### src/rtl/bgain_pkg.sv
package bgain_pkg;
  localparam int NUM_CH = 4;

  typedef enum logic [2:0] {
    RA_GR    = 3'd0,
    RA_RED   = 3'd1,
    RA_BLUE  = 3'd2,
    RA_GB    = 3'd3,
    RA_ALL   = 3'd4,
    RA_OFFS  = 3'd5
  } reg_addr_e;

  typedef struct packed {
    logic valid;
    logic lv;
    logic fv;
  } marks_t;
endpackage

### src/rtl/bgain_regbank.sv
module bgain_regbank
  import bgain_pkg::*;
#(
  parameter int PIX_W  = 10,
  parameter int GAIN_W = 3,
  parameter int ADDR_W = 3
) (
  input  logic                          clk,
  input  logic                          rst,
  input  logic                          wr_en,
  input  logic [ADDR_W-1:0]             wr_addr,
  input  logic [PIX_W-1:0]              wr_data,
  output logic [NUM_CH-1:0][GAIN_W-1:0] gain_q,
  output logic [PIX_W-1:0]              offs_q
);
  localparam logic [GAIN_W-1:0] GAIN_RST = GAIN_W'(1);

  for (genvar c = 0; c < NUM_CH; c++) begin : g_ch
    logic hit;
    assign hit = wr_en && ((wr_addr == ADDR_W'(c)) || (wr_addr == ADDR_W'(RA_ALL)));
    always_ff @(posedge clk) begin
      if (rst)      gain_q[c] <= GAIN_RST;
      else if (hit) gain_q[c] <= wr_data[GAIN_W-1:0];
    end
  end

  always_ff @(posedge clk) begin
    if (rst) offs_q <= '0;
    else if (wr_en && wr_addr == ADDR_W'(RA_OFFS)) offs_q <= wr_data;
  end

  // global alias reaches every channel
  a_r2_global_alias: assert property (@(posedge clk) disable iff (rst)
    (wr_en && wr_addr == ADDR_W'(RA_ALL)) |=>
      (gain_q[0] == $past(wr_data[GAIN_W-1:0])) && (gain_q[1] == $past(wr_data[GAIN_W-1:0])) &&
      (gain_q[2] == $past(wr_data[GAIN_W-1:0])) && (gain_q[3] == $past(wr_data[GAIN_W-1:0])));

  // a single-channel write lands in its own register
  a_r3_single_write: assert property (@(posedge clk) disable iff (rst)
    (wr_en && wr_addr < ADDR_W'(RA_ALL)) |=>
      gain_q[$past(wr_addr[1:0])] == $past(wr_data[GAIN_W-1:0]));

  // unused addresses leave all state unchanged
  a_r10_unused_addr: assert property (@(posedge clk) disable iff (rst)
    (wr_en && wr_addr > ADDR_W'(RA_OFFS)) |=> ($stable(gain_q) && $stable(offs_q)));
endmodule

### src/rtl/bgain_chan_sel.sv
module bgain_chan_sel
  import bgain_pkg::*;
#(
  parameter int GAIN_W = 3
) (
  input  logic [NUM_CH-1:0][GAIN_W-1:0] gain_q,
  input  logic                          row_odd,
  input  logic                          col_odd,
  output logic [GAIN_W-1:0]             gain_sel
);
  // row parity is the upper index bit, column parity the lower
  logic [1:0] idx;
  always_comb begin
    idx      = {row_odd, col_odd};
    gain_sel = gain_q[idx];
  end
endmodule

### src/rtl/bgain_pipe.sv
module bgain_pipe
  import bgain_pkg::*;
#(
  parameter int PIX_W  = 10,
  parameter int GAIN_W = 3
) (
  input  logic              clk,
  input  logic              rst,
  input  marks_t            in_marks,
  input  logic [PIX_W-1:0]  in_pix,
  input  logic [GAIN_W-1:0] gain,
  input  logic [PIX_W-1:0]  offs,
  output marks_t            out_marks,
  output logic [PIX_W-1:0]  out_pix
);
  localparam int PROD_W = PIX_W + GAIN_W;
  localparam int SUM_W  = PROD_W + 1;
  localparam logic [SUM_W-1:0] SAT_MAX = SUM_W'((1 << PIX_W) - 1);

  marks_t            s1_marks;
  logic [PROD_W-1:0] s1_prod;
  logic [PIX_W-1:0]  s1_offs;
  logic [SUM_W-1:0]  sum;

  always_ff @(posedge clk) begin
    if (rst) begin
      s1_marks <= '0;
      s1_prod  <= '0;
      s1_offs  <= '0;
    end else begin
      s1_marks <= in_marks;
      s1_prod  <= PROD_W'(in_pix) * PROD_W'(gain);
      s1_offs  <= offs;
    end
  end

  always_comb sum = SUM_W'(s1_prod) + SUM_W'(s1_offs);

  always_ff @(posedge clk) begin
    if (rst) begin
      out_marks <= '0;
      out_pix   <= '0;
    end else begin
      out_marks <= s1_marks;
      if (!s1_marks.valid)     out_pix <= '0;
      else if (sum > SAT_MAX)  out_pix <= PIX_W'(SAT_MAX);
      else                     out_pix <= sum[PIX_W-1:0];
    end
  end

  logic [1:0] warm;
  always_ff @(posedge clk) begin
    if (rst) warm <= '0;
    else if (warm != 2'd2) warm <= warm + 2'd1;
  end

  // markers delayed by exactly two clocks
  a_r7_marks_delay: assert property (@(posedge clk) disable iff (rst)
    (warm == 2'd2) |-> (out_marks == $past(in_marks, 2)));

  // idle output is zero
  a_r8_idle_zero: assert property (@(posedge clk) disable iff (rst)
    !out_marks.valid |-> (out_pix == '0));
endmodule

### src/rtl/bayer_dgain.sv
module bayer_dgain
  import bgain_pkg::*;
#(
  parameter int PIX_W  = 10,
  parameter int GAIN_W = 3,
  parameter int ADDR_W = 3
) (
  input  logic              clk,
  input  logic              rst,
  input  logic              wr_en,
  input  logic [ADDR_W-1:0] wr_addr,
  input  logic [PIX_W-1:0]  wr_data,
  input  logic              in_valid,
  input  logic              in_lv,
  input  logic              in_fv,
  input  logic              in_row_odd,
  input  logic              in_col_odd,
  input  logic [PIX_W-1:0]  in_pix,
  output logic              out_valid,
  output logic              out_lv,
  output logic              out_fv,
  output logic [PIX_W-1:0]  out_pix
);
  logic [NUM_CH-1:0][GAIN_W-1:0] gain_q;
  logic [PIX_W-1:0]              offs_q;
  logic [GAIN_W-1:0]             gain_sel;
  marks_t                        in_marks;
  marks_t                        out_marks;

  bgain_regbank #(.PIX_W(PIX_W), .GAIN_W(GAIN_W), .ADDR_W(ADDR_W)) u_regbank (
    .clk(clk), .rst(rst), .wr_en(wr_en), .wr_addr(wr_addr), .wr_data(wr_data),
    .gain_q(gain_q), .offs_q(offs_q)
  );

  bgain_chan_sel #(.GAIN_W(GAIN_W)) u_chan_sel (
    .gain_q(gain_q), .row_odd(in_row_odd), .col_odd(in_col_odd), .gain_sel(gain_sel)
  );

  assign in_marks = '{valid: in_valid, lv: in_lv, fv: in_fv};

  bgain_pipe #(.PIX_W(PIX_W), .GAIN_W(GAIN_W)) u_pipe (
    .clk(clk), .rst(rst), .in_marks(in_marks), .in_pix(in_pix),
    .gain(gain_sel), .offs(offs_q), .out_marks(out_marks), .out_pix(out_pix)
  );

  assign out_valid = out_marks.valid;
  assign out_lv    = out_marks.lv;
  assign out_fv    = out_marks.fv;

  // zero gain yields the offset captured with the pixel
  a_r5_zero_gain: assert property (@(posedge clk) disable iff (rst)
    (in_valid && gain_sel == '0) |=> ##1 (out_pix == $past(offs_q, 2)));
endmodule

### config.mk
export PLATFORM = sky130hd
export DESIGN_NAME = bayer_dgain
export DESIGN_NICKNAME = d
export VERILOG_FILES = /design/src/rtl/bgain_pkg.sv /design/src/rtl/bgain_regbank.sv /design/src/rtl/bgain_chan_sel.sv /design/src/rtl/bgain_pipe.sv /design/src/rtl/bayer_dgain.sv
export SDC_FILE = /design/constraint.sdc
export NUM_CORES = 1
export LEC_CHECK = 0
export BUFFER_PORTS_ARGS = -buffer_cell sky130_fd_sc_hd__buf_2
export CAP_MARGIN = 20
export CORE_MARGIN = 1
export CORE_UTILIZATION = 45
export DETAILED_ROUTE_END_ITERATION = 6
export PLACE_DENSITY_LB_ADDON = 0.2
export REMOVE_ABC_BUFFERS = 1
export SYNTH_ARGS = -nofsm -noshare
export SYNTH_HDL_FRONTEND = slang
export SYNTH_SLANG_ARGS = --single-unit
### constraint.sdc
create_clock -name clk -period 4.02 [get_ports clk]
set_clock_uncertainty 0.05 [all_clocks]
set_input_delay 0.804 -clock clk [delete_from_list [all_inputs] [get_ports clk]]
set_output_delay 0.804 -clock clk [all_outputs]
set_load 0.01 [all_outputs]
# == After elaboration in Yosys (flattened, before gate mapping) ==
# Cells that the tools add are included.
# op_classes
n_addsub,1
mul,1
n_div,0
order_cmp,2
eq_ne,5
n_shift,0
n_mux,3
bitwise_logic,1
n_reduce_logical,11
# ops
operator,count
adder 13 x 10 -> 14 bit,1
> comparator 14 x 10 -> 1 bit (second input constant),1
multiplier 10 x 3 -> 13 bit,1
2-to-1 mux 10 bit,1
binary-select mux 3 bit (select 2 bit),1
equality test 3 x 2 -> 1 bit (second input constant),2
equality test 3 bit (second input constant),2
logical AND 1 bit,5
logical OR 1 bit,4
equality test 3 x 1 -> 1 bit (second input constant),1
zero test 3 bit,1
less-than comparator 2 x 3 -> 1 bit (second input constant),1
2-to-1 mux 3 bit,1
OR reduction 2 bit,1
inverter 1 bit,1
# totals
ff_bits,61
latch_bits,0
ramBits,0
rom_bits,0
out_inout_bits,13
wordCells,38
n_memories,0

# == Longest topological paths before layout ==
# logic_depth
word_depth,3
mapped_depth,12
mapped_depth_nobuf,12

# == By module ==
# Synthesis repeated with hierarchy kept, for this count alone.
# unflattened
cells_unflattened,352
area_unflattened_um2,3243.1
# by_module_without_submodules
mod,n_inst,cells_per_inst,area_per_inst_um2
bgain_pipe,1,255,2270.9
bgain_regbank,1,94,893.4
bgain_chan_sel,1,3,78.8

# == Least setup slack after synthesis ==
# Ideal clock, no wire load.
# synth_path
path_type,in2reg
startpoint,input in_col_odd
endpoint,register u_pipe.s1_prod[10]
setup_time_ps,128
t_arrival_ps,3527
path_slack_ps,316
path_stages,12
n_path_buf,0
cell_sequence,mux4_2 nand2_1 fa_1 inv_1 ha_1 fa_1 a21o_1 a211oi_1 nor2_1 o41ai_1 xor2_1 nor2_1
# synth_via
elab_chain_cells,3
# synth_rtl
element,line_no,source
"start, declared",bayer_dgain.sv:17,"input logic in_col_odd,"
binary-select mux 3 bit (select 2 bit),bgain_chan_sel.sv:15,gain_sel = gain_q[idx];
2-to-1 mux 3 bit (implied by the code),bgain_chan_sel.sv:15,
multiplier 10 x 3 -> 13 bit,bgain_pipe.sv:32,s1_prod <= PROD_W'(in_pix) * PROD_W'(gain);
"end signal, assigned",bgain_pipe.sv:32,
"end, declared",bgain_pipe.sv:21,logic [PROD_W-1:0] s1_prod;
# No other way between the ends. The select of a mux whose other input is x is not followed.
# A chain may end at the register's enable or synchronous reset.

# == Final worst setup path ==
# Ends and elaborated chain as after synthesis.

==> impl_metrics.tcl <==
set metrics [dict create \
    status "completed" \
    chipHeight_um 85.0 \
    cts_setup_buffers 0 \
    start_util_pct 47.8 \
    worst_pin_slew_ps 564 \
    p_int_uw 1010 \
    reg2reg_from "u_regbank.gain_q[5]" \
    ys_ff_latch 61 \
    grt_overflow 0 \
    grt_pass1_wl_um 9900 \
    max_slew_margin_pct 61.9 \
    rows 29 \
    start_kind "input port" \
    cts_tree "yes" \
    cp_max_fo 3 \
    pwr-share-seq_pct 47.0 \
    p_sw_share_pct 25.8 \
    dp_slack_ps 78.5 \
    area_growth_pct 15.9 \
    grt_use_total_pct 17.3 \
    cp-startpoint "in_col_odd" \
    drive_gt1_share_pct 18.0 \
    critPathKind "input port to flip-flop" \
    finalHoldViolCount 0 \
    pwr-share-comb_pct 13.4 \
    drv_slew 0 \
    clkPwrFrac_pct 39.6 \
    htree_levels 3 \
    worstPathRequired_ps 4190 \
    die_area_sq_um 7230 \
    hold_path.class "flip-flop to flip-flop" \
    power_density_nw_per_um2 380 \
    synth_edf_count 0 \
    cts_num_sinks 61 \
    rsz0062_at_grt "false" \
    fillCellCount 621 \
    tns_ps 0 \
    synth-warning-count 0 \
    ant_nets 0 \
    synthArstFlopShare_pct 0 \
    netlist_area_sq_um 3100 \
    endpoint_kind "flip-flop" \
    clkTransAtPathRegs_ps 70 \
    ir_worst_vdd_uv 215 \
    min-delay-start "u_pipe.s1_marks[1]" \
    fin_total_pwr_uw 1370 \
    syn_inst 336 \
    first_global_vias 2219 \
    whs_ps 391 \
    synth.distinct_cells 45 \
    drt_iter0_markers 86 \
    drc 0 \
    num_vias 2281 \
    core-area_sq_um 6490 \
    dpl.hpwl_um 4130 \
    gp_congestion 0.797 \
    insertion_delay_ps 340 \
    maxCapViolations 0 \
    die_w_um 85.0 \
    holdBufCountCts 0 \
    clk_path_buf_depth 2 \
    cts-root-buf "clkbuf_8" \
    portBuffers 43 \
    viasPerCell 4.91 \
    numCtsBuffers 9 \
    avgSynthCellArea_sq_um 9.23 \
    worst_slack_ps 380 \
    drt-total-wl_um 5490 \
    antenna_found_initial 0 \
    worstPathArrival_ps 3810 \
    final.period_utilization_pct 90.6 \
    grt_max_degree 28 \
    finish.net_count 446 \
    first_pass_iters 6 \
    leakagePower_uw 0.00173 \
    io_pins 44 \
    switching_power_uw 353 \
    seq_area_frac_synth_pct 39.4 \
    fin_crit_ps 3640 \
    diodes 0 \
    synth_ff_type "dfxtp_1" \
    wl_per_cell_um 11.8 \
    max_freq_ghz 0.275 \
    finalSetupViolations 0 \
    ctsResizeCount 0 \
]
final cells by class:
cell class	count	area [sq um]	share of cell area, %
tap	77	96.3	2.68
sequential	61	1220	34.0
clock inverter	6	62.6	1.74
clock buffer	10	138	3.83
inverter	27	101	2.82
timing repair buffer	47	245	6.82
multi-input combinational	237	1730	48.1
cell usage after synthesis (all sizes together) (5+ instances only):
cell | n | area (sq um)
fa | 10 | 200
and2 | 7 | 43.8
nand2 | 51 | 191
o21ai | 6 | 30.0
a21o | 6 | 45.0
xnor2 | 6 | 52.6
xor2 | 10 | 87.6
inv | 27 | 101
dfxtp | 61 | 1220
mux2i | 8 | 80.1
ha | 22 | 275
a21oi | 26 | 130
nor2 | 23 | 86.3
nor2b | 23 | 144
clkbuf | 10 | 37.5
and3 | 5 | 37.5
placed cells by master, fill, tap and decap left out, types with 2 or more instances in the layout:
master	synthesis	routed
dfxtp_1	61	61
nand2_1	51	51
buf_2	0	43
inv_1	27	27
a21oi_1	26	26
nor2b_1	23	23
nor2_1	23	23
ha_1	22	22
xor2_1	10	10
fa_1	10	10
clkbuf_8	0	10
mux2i_1	8	8
and2_1	6	6
a21o_1	6	6
xnor2_1	6	6
o21ai_0	5	5
buf_4	0	4
mux4_2	3	3
and3_1	3	3
nand3_1	3	3
a211o_1	3	3
clkinvlp_4	0	3
nand2b_1	2	2
a211oi_1	2	2
o21bai_1	2	2
o31ai_1	2	2
clkinv_2	0	2
power by group through the flow:
stage / combinational [uW] / sequential, uW / clock [uW]
2_1_floorplan: 119 / 654 / 0
3_3_place_gp: 178 / 655 / 0
3_5_place_dp: 181 / 655 / 0
4_1_cts: 183 / 641 / 561
5_1_grt: 209 / 643 / 585
6_report: 183 / 641 / 541
registers in the layout (all words and copies together), names as in the netlist:
name              count
u_pipe.s1_prod       13
u_pipe.out_pix       10
u_pipe.out_marks      3
u_regbank.gain_q     12
u_regbank.offs_q     10
u_pipe.s1_marks       3
u_pipe.s1_offs       10
per-layer routing:
layer  GRT usage (%)  vias to the layer above  routed length (um)
li1                -                     1211                   -
met1            22.1                     1012                2790
met2            27.4                       50                2400
met3            4.96                        8                 218
met4            7.40                        0                  89
met5               0                        -                   0
kinds of logic after synthesis:
group	after synthesis	share of synthesized area (%)
DFF	61	39.4
buffers and inverters	38	4.84
AOI/OAI and AO/OA	58	12.7
muxes	11	4.76
and+or+nand+nor	120	18.4
adders and majority gates	32	15.3
xor gates and xnor gates	16	4.52
final timing paths:
check / depth (start not counted) / to / slack (ps)
worst max-delay path: 13 / u_pipe.s1_prod[10] / 380
worst min-delay path: 1 / u_pipe.out_marks[1] / 390
worst max register to register: 12 / u_pipe.s1_prod[10] / 710
worst min register to register: 1 / u_pipe.out_marks[1] / 390
per-stage QoR:
stage	utilization (%)	instance area, sq um	std cells
floorplan	-	3050	325
global placement	52.3	3390	449
detailed placement	52.3	3390	449
CTS	55.3	3590	465
global route	55.3	3590	465
finish	55.3	3590	465
worst max-delay path: stages:
cell      delay (ps)
buf_2            130
mux4_2           360
nand2_1           80
fa_1             540
inv_1             40
ha_1             210
fa_1             400
a21o_1           210
a211oi_1         230
nor2_1            90
o41ai_1          480
xor2_1           180
nor2_1            50
Note: power is estimated with default switching activity, not from simulation.
